$ cat config.mk
export PLATFORM = sky130hd
export DESIGN_NAME = cfgr_router
export DESIGN_NICKNAME = d
export VERILOG_FILES = /design/src/rtl/cfgr_pkg.sv /design/src/rtl/cfgr_bus_decode.sv /design/src/rtl/cfgr_space_limit.sv /design/src/rtl/cfgr_router.sv
export SDC_FILE = /design/constraint.sdc
export NUM_CORES = 1
export LEC_CHECK = 0
export BUFFER_PORTS_ARGS = -buffer_cell sky130_fd_sc_hd__buf_2
export CAP_MARGIN = 20
export CORE_MARGIN = 4
export CORE_UTILIZATION = 44
export DETAILED_ROUTE_END_ITERATION = 10
export GPL_ROUTABILITY_DRIVEN = 0
export PLACE_DENSITY = 0.88
export SETUP_SLACK_MARGIN = 0.02
export SLEW_MARGIN = 15
export SYNTH_ARGS = -nofsm -noshare
export SYNTH_HDL_FRONTEND = slang
export SYNTH_SLANG_ARGS = --single-unit
$ cat constraint.sdc
create_clock -name clk -period 0.8 [get_ports clk]
set_clock_uncertainty 0.1 [all_clocks]
set_input_delay 0.12 -clock clk [delete_from_list [all_inputs] [get_ports clk]]
set_output_delay 0.12 -clock clk [all_outputs]
set_load 0.02 [all_outputs]
$ cat src/rtl/cfgr_pkg.sv
package cfgr_pkg;
    typedef enum logic [1:0] {
        RT_NONE  = 2'b00,
        RT_SELF  = 2'b01,
        RT_LOCAL = 2'b10,
        RT_FWD   = 2'b11
    } route_e;
endpackage

$ cat src/rtl/cfgr_bus_decode.sv
module cfgr_bus_decode
    import cfgr_pkg::*;
#(
    parameter int BUS_W  = 8,
    parameter int FN_W   = 3,
    parameter int NUM_FN = 1
) (
    input  logic             valid,
    input  logic             type1,
    input  logic [BUS_W-1:0] bus,
    input  logic [FN_W-1:0]  fn,
    input  logic [BUS_W-1:0] up_bus,
    input  logic [BUS_W-1:0] dn_bus,
    input  logic [BUS_W-1:0] last_bus,
    output route_e           route
);
    localparam logic [FN_W:0] FN_LIM = (FN_W+1)'(NUM_FN);

    logic hit_up;
    logic hit_dn;
    logic in_window;
    logic own_fn;

    always_comb begin
        hit_up    = (bus == up_bus);
        hit_dn    = (bus == dn_bus);
        in_window = (bus > dn_bus) && (bus <= last_bus);
        own_fn    = ({1'b0, fn} < FN_LIM);
        route     = RT_NONE;
        if (valid) begin
            if (!type1) begin
                route = own_fn ? RT_SELF : RT_NONE;
            end else if (hit_up) begin
                route = RT_NONE;
            end else if (hit_dn) begin
                route = RT_LOCAL;
            end else if (in_window) begin
                route = RT_FWD;
            end
        end
    end
endmodule

$ cat src/rtl/cfgr_space_limit.sv
module cfgr_space_limit #(
    parameter int OFF_W   = 12,
    parameter bit EXT_CFG = 1'b0
) (
    input  logic [OFF_W-1:0] off,
    output logic             beyond
);
    localparam int SPACE   = EXT_CFG ? 4096 : 256;
    localparam int SPACE_W = $clog2(SPACE);

    generate
        if (OFF_W <= SPACE_W) begin : g_fits
            assign beyond = 1'b0;
        end else begin : g_cmp
            localparam logic [OFF_W-1:0] LIM = OFF_W'(SPACE);
            assign beyond = (off >= LIM);
        end
    endgenerate
endmodule

$ cat src/rtl/cfgr_router.sv
module cfgr_router
    import cfgr_pkg::*;
#(
    parameter int BUS_W   = 8,
    parameter int DEV_W   = 5,
    parameter int FN_W    = 3,
    parameter int OFF_W   = 12,
    parameter int NUM_FN  = 1,
    parameter bit EXT_CFG = 1'b0
) (
    input  logic             clk,
    input  logic             rst_n,
    input  logic             in_valid,
    input  logic             in_type1,
    input  logic [BUS_W-1:0] in_bus,
    input  logic [DEV_W-1:0] in_dev,
    input  logic [FN_W-1:0]  in_fn,
    input  logic [OFF_W-1:0] in_off,
    input  logic [BUS_W-1:0] up_bus,
    input  logic [BUS_W-1:0] dn_bus,
    input  logic [BUS_W-1:0] last_bus,
    output logic             out_valid,
    output logic [1:0]       out_route,
    output logic             out_type1,
    output logic [BUS_W-1:0] out_bus,
    output logic [DEV_W-1:0] out_dev,
    output logic [FN_W-1:0]  out_fn,
    output logic [OFF_W-1:0] out_off,
    output logic             out_off_err
);
    typedef struct packed {
        logic             vld;
        route_e           route;
        logic             t1;
        logic [BUS_W-1:0] bus;
        logic [DEV_W-1:0] dev;
        logic [FN_W-1:0]  fn;
        logic [OFF_W-1:0] off;
        logic             oerr;
    } dec_st_t;

    route_e  route_w;
    logic    beyond_w;
    dec_st_t st_d;
    dec_st_t st_q;

    cfgr_bus_decode #(
        .BUS_W (BUS_W),
        .FN_W  (FN_W),
        .NUM_FN(NUM_FN)
    ) u_decode (
        .valid   (in_valid),
        .type1   (in_type1),
        .bus     (in_bus),
        .fn      (in_fn),
        .up_bus  (up_bus),
        .dn_bus  (dn_bus),
        .last_bus(last_bus),
        .route   (route_w)
    );

    cfgr_space_limit #(
        .OFF_W  (OFF_W),
        .EXT_CFG(EXT_CFG)
    ) u_limit (
        .off   (in_off),
        .beyond(beyond_w)
    );

    always_comb begin
        st_d       = '0;
        st_d.vld   = in_valid;
        st_d.route = route_w;
        if (route_w != RT_NONE) begin
            st_d.t1   = (route_w == RT_FWD);
            st_d.bus  = in_bus;
            st_d.dev  = in_dev;
            st_d.fn   = in_fn;
            st_d.off  = in_off;
            st_d.oerr = beyond_w;
        end
    end

    always_ff @(posedge clk or negedge rst_n) begin
        if (!rst_n) begin
            st_q <= '0;
        end else begin
            st_q <= st_d;
        end
    end

    assign out_valid   = st_q.vld;
    assign out_route   = st_q.route;
    assign out_type1   = st_q.t1;
    assign out_bus     = st_q.bus;
    assign out_dev     = st_q.dev;
    assign out_fn      = st_q.fn;
    assign out_off     = st_q.off;
    assign out_off_err = st_q.oerr;

    a_r2_valid_latency: assert property (@(posedge clk) disable iff (!rst_n)
        out_valid == $past(in_valid));

    a_r3_local_is_near: assert property (@(posedge clk) disable iff (!rst_n)
        (out_route == 2'b10) |-> (!out_type1 && out_bus == $past(dn_bus)));

    a_r4_fwd_in_window: assert property (@(posedge clk) disable iff (!rst_n)
        (out_route == 2'b11) |-> (out_type1 && out_bus > $past(dn_bus)
                                  && out_bus <= $past(last_bus)));

    a_r5_none_is_clear: assert property (@(posedge clk) disable iff (!rst_n)
        (out_route == 2'b00) |-> (out_bus == '0 && out_off == '0 && !out_off_err));

    a_r9_idle_no_route: assert property (@(posedge clk) disable iff (!rst_n)
        !out_valid |-> (out_route == 2'b00));

    a_r11_never_upstream: assert property (@(posedge clk) disable iff (!rst_n)
        (out_type1) |-> (out_bus != $past(up_bus)));
endmodule

### Yosys cells after proc, flatten, opt, wreduce, memory -nomap -nowiden

Cells that the tools add are included.
W data, S select, Z words.

| storage, ports and cells | value |
|---|---|
| ROM bits | 0 |
| latch bits | 0 |
| bits in writable memories | 0 |
| bits in registers | 33 |
| word-level logic and storage cells | 24 |
| bits of input ports | 56 |
| output and inout port bits | 33 |
| memories | 0 |

| operators by class | value |
|---|---|
| equality and inequality tests | 3 |
| divide/modulo/power cells | 0 |
| multiply operators | 0 |
| magnitude comparators | 4 |
| mux-type cells | 7 |
| add/sub/neg operators | 0 |
| shift-type cells | 0 |
| bitwise gates (word level) | 0 |
| reduce and logical (&&, ||, !) cells | 2 |

Operator list:

| kind | count |
|---|---|
| $mux W30 | 1 |
| $eq A8 B8 Y1 | 2 |
| $ge A12 B9 Y1 const B | 1 |
| $mux W2 | 5 |
| $gt A8 B8 Y1 | 1 |
| $le A8 B8 Y1 | 1 |
| $lt A3 B1 Y1 const B | 1 |
| $eq A2 B2 Y1 const B | 1 |
| $reduce_bool A2 Y1 | 1 |
| $logic_and A1 B1 Y1 | 1 |
| $mux W1 | 1 |

### Logic depth before layout (Yosys ltp)

| depth | value |
|---|---|
| word-level depth | 9 |
| mapped depth | 9 |
| gate-level depth less buffers | 8 |

### Modules after synthesis

Synthesis repeated with hierarchy kept, for this count alone.

| second synthesis, totals | value |
|---|---|
| cell total of the unflattened synthesis | 139 |
| area total of the unflattened synthesis | 1634.1 um^2 |

Modules (own cells, without submodules):

| module | instances | cells an instance | area each (um^2) |
|---|---|---|---|
| cfgr_router | 1 | 69 | 1098.6 |
| cfgr_bus_decode | 1 | 69 | 528.0 |
| cfgr_space_limit | 1 | 1 | 7.5 |

### Worst setup path before layout

OpenSTA, ideal clock, no wires.

| timing | value |
|---|---|
| kind | input to register |
| start | input port dn_bus[1] |
| end | register st_q, in the netlist out_bus[0] |
| slack | -0.850 ns |
| arrival | 1.434 ns |
| cell stages on the path | 9 |
| required time | 0.584 ns |
| cell sequence | inv_1 -> ha_1 -> nor2b_1 -> o211ai_1 -> a21oi_1 -> o21a_1 -> a21oi_4 -> buf_6 -> nor2_1 |

RTL lines:

| element | RTL line | text |
|---|---|---|
| from (decl) | cfgr_router.sv:20 | `input logic [BUS_W-1:0] dn_bus,` |
| to (signal assigned) | cfgr_router.sv:88 | `st_q <= st_d;` |
| to (decl) | cfgr_router.sv:45 | `dec_st_t st_q;` |

==> impl_metrics.csv <==
group,metric,value,unit
run_status,status,"finished with violations",
run_status,violations,"negative hold slack, negative setup slack",
route,vias_per_cell,4.99,
grt,gr-total-overflow,0,
cells_and_area,regArea,826,um2
sta,post-route-period-util,1.92,
route,drt_iter0_markers,135,
floorplanning,start_util,0.452,
synth,synthTopCellsByArea,"dfrtp_1 50%, ha_1 12%, nand2_1 6.6%",
critical_path,crit_path_start_kind,"input pin",
grt,groute.usage.overall,0.233,
route,vias,1677,
power,pwr-share-comb,0.287,
sta,rsz0062_at_grt,"true",
clocking,hold_buffers,9,
critical_path,crit_chain,"buf_8, inv_12, ha_4, nor2b_4, o211ai_1, a21oi_2, o21a_1, a21oi_4, buf_8, nor2_1",
cells_and_area,utilization,0.819,
sta,setup_ws,-0.739,ns
critical_path,slowest_stage,"o211ai_1",
critical_path,end_kind,"register",
cells_and_area,final_common_cell,"buf_2",
route,final_antenna_net_count,0,
cells_and_area,nFillCells,183,
power,power_switching_share,0.298,
critical_path,cp_num_buf_inv,3,
sta,worstMarginPinSlew,0.333,ns
critical_path,crit_type,"in2reg",
sta,finalMaxSlewViolations,0,
route,drt_wl_total,5.62,mm
sta,setup_violations,65,
synth,synthCells,169,
synth,synth_top_area_frac,0.498,
grt,grtUsageMet1,0.254,
cells_and_area,syn_to_final_growth,81.0,%
clocking,cts.sink_count,33,
critical_path,crit_top_cell,"buf_8",
grt,grt_max_degree,34,
power,vdd.ir_drop.worst,0.000763,V
critical_path,cpPeakStageDelay,0.27,ns
run,maxCapViolCount,0,
grt,use_met2,0.410,
route,detail_route.first_pass.iterations,4,
grt,grt_pass1_wl,8.64,mm
cells_and_area,drive_gt1_frac,0.542,
power,power.switching,1.24,mW
cells_and_area,diodes,0,
clocking,cts-root-buf,"clkbuf_8",
hold_path,worst_hold_path.num_cells,3,
grt,antenna_found_initial,0,
clocking,cts_buffers,5,
power,p_int,2.93,mW
hold_path,hp-start,"in_off[0]",
clocking,htreeDepth,2,
floorplanning,fp.dieH,69.4,um
critical_path,required,0.87,ns
grt,busiest_layer,"met2",
synth,syn_avg_cell_area,9.80,um2
clocking,cts_tree,"yes",
critical_path,critPathTopFamily,"compound AO/OA/AOI/OAI gates",
sta,max_freq,650,MHz
place,hpwl,3.18,mm
floorplanning,rows,22,
power,p_seq_frac,0.421,
synth,ys_warn_count,0,
power,clock_power_share,0.292,
cells_and_area,final_cell_mix,"50 x buf_2, 35 x buf_6, 33 x dfrtp_1",
grt,grt_pass1_vias,1760,
power,power,4.17,mW
floorplanning,fp.dieW,69.4,um
sta,hold_viol_final,13,
clocking,clk_pin_slew,0.07,ns
cells_and_area,finalNetCount,359,
cells_and_area,multi_input_area,986,um2
synth,synth_seq_area_share,0.498,
critical_path,crit_fanout,13,
sta,hold_ws,-0.0474,ns
synth,synth_area,1660,um2
sta,finalSetupTns,-29.37,ns
route,wl_per_cell,16.7,um
place,portBuffers,88,
sta,final.min_clock_period,1.54,ns
floorplanning,core,3660,um2
synth,ys_ff_latch,33,
clocking,cts_max_path_buffers,2,
power,p_leak,1.49,nW
critical_path,cp_data_arrival_time,1.61,ns
grt,grtUsageMet3,0.0739,
sta,max-slew-margin-rel,0.776,
synth,synth_largest_area_cell,"dfrtp_1",
power,cellPowerDensity,1390,nW/um2
synth,syn_nets,241,
floorplanning,io-pin-count,89,
route,drc,0,
hold_path,min_path_type,"in2reg",
floorplanning,dieArea,4810,um2
hold_path,holdPathEnd,"out_off[0]$_DFF_PN0_",
synth,synth_cell_type_count,24,
Yosys cell counts (all sizes together):
| master | number |
|---|---|
| nor4 | 2 |
| o221a | 1 |
| inv | 15 |
| xor2 | 8 |
| nand2 | 29 |
| o211ai | 2 |
| or4 | 1 |
| buf | 5 |
| ha | 16 |
| nand4 | 4 |
| nor2b | 2 |
| a21oi | 10 |
| o41ai | 1 |
| or2 | 1 |
| and3 | 1 |
| nand2b | 3 |
| o22ai | 1 |
| dfrtp | 33 |
| a31oi | 1 |
| o21a | 1 |
| nor2 | 27 |
| o21ai | 2 |
| and2 | 3 |
flip-flops by register name, summed over array words and instances (netlist names):
| signal | cells |
|---|---|
| out_valid | 1 |
| out_off | 12 |
| out_off_err | 1 |
| out_route | 2 |
| out_fn | 3 |
| out_type1 | 1 |
| out_bus | 8 |
| out_dev | 5 |
per-stage QoR:
stage,cell area (um2),instances,setup WS (ns)
floorplan,1710,169,-0.785
global placement,2310,316,-0.987
detailed placement,2310,316,-1.03
CTS,2880,338,-0.673
global route,3000,336,-0.806
finish,3000,336,-0.739
power by group through the flow:
stage	logic (mW)	registers (mW)	clock network [mW]
after floorplan	0.377	1.85	0
after global placement	0.824	1.77	0
after detailed placement	0.851	1.77	0
after CTS	1.11	1.75	1.19
after global routing	1.31	1.76	1.31
final	1.20	1.76	1.22
how the worst max path moves through the flow:
stage / startpoint / endpoint / slack [ns] / cells past startpoint
after floorplan: dn_bus[1] / out_bus[0]$_DFF_PN0_ / -0.79 / 9
after global placement: dn_bus[1] / out_off_err$_DFF_PN0_ / -0.99 / 10
after detailed placement: last_bus[1] / out_fn[1]$_DFF_PN0_ / -1.03 / 9
after CTS: dn_bus[1] / out_off_err$_DFF_PN0_ / -0.67 / 11
after global routing: dn_bus[1] / out_off_err$_DFF_PN0_ / -0.81 / 10
final: dn_bus[1] / out_off_err$_DFF_PN0_ / -0.74 / 10
what timing repair did:
| action | CTS | global route |
|---|---|---|
| cloned | 1 | 0 |
| hold endpoints to repair | 57 | 13 |
| setup endpoints to repair | 65 | 65 |
| resized for setup | 86 | 39 |
| setup buffers | 4 | 2 |
| pin swaps | 8 | 9 |
area by class of cell:
| cell class | count | share of cell area |
|---|---|---|
| sequential | 33 | 0.275 |
| clock buffer | 6 | 0.0242 |
| multi-input combinational | 116 | 0.329 |
| tap | 48 | 0.0200 |
| clock inverter | 2 | 0.00334 |
| timing repair buffer | 116 | 0.321 |
| inverter | 15 | 0.0271 |
metal layers:
layer	vias to the layer above	wire length, um
met5	-	0
met3	22	415
met1	784	2060
met4	0	199
met2	84	2950
li1	787	-
cells by family (layout without fill, tap and decap cells):
group / after synthesis / in the layout / share of synthesized area
AO/OA/AOI/OAI: 19 / 19 / 0.0763
XOR/XNOR: 8 / 8 / 0.0423
buffers and inverters: 20 / 139 / 0.0680
adder cells (fa/ha/maj): 16 / 16 / 0.121
AND/OR/NAND/NOR: 73 / 73 / 0.194
flip-flops: 33 / 33 / 0.498
No activity file was read; power rests on OpenSTA's default activity.
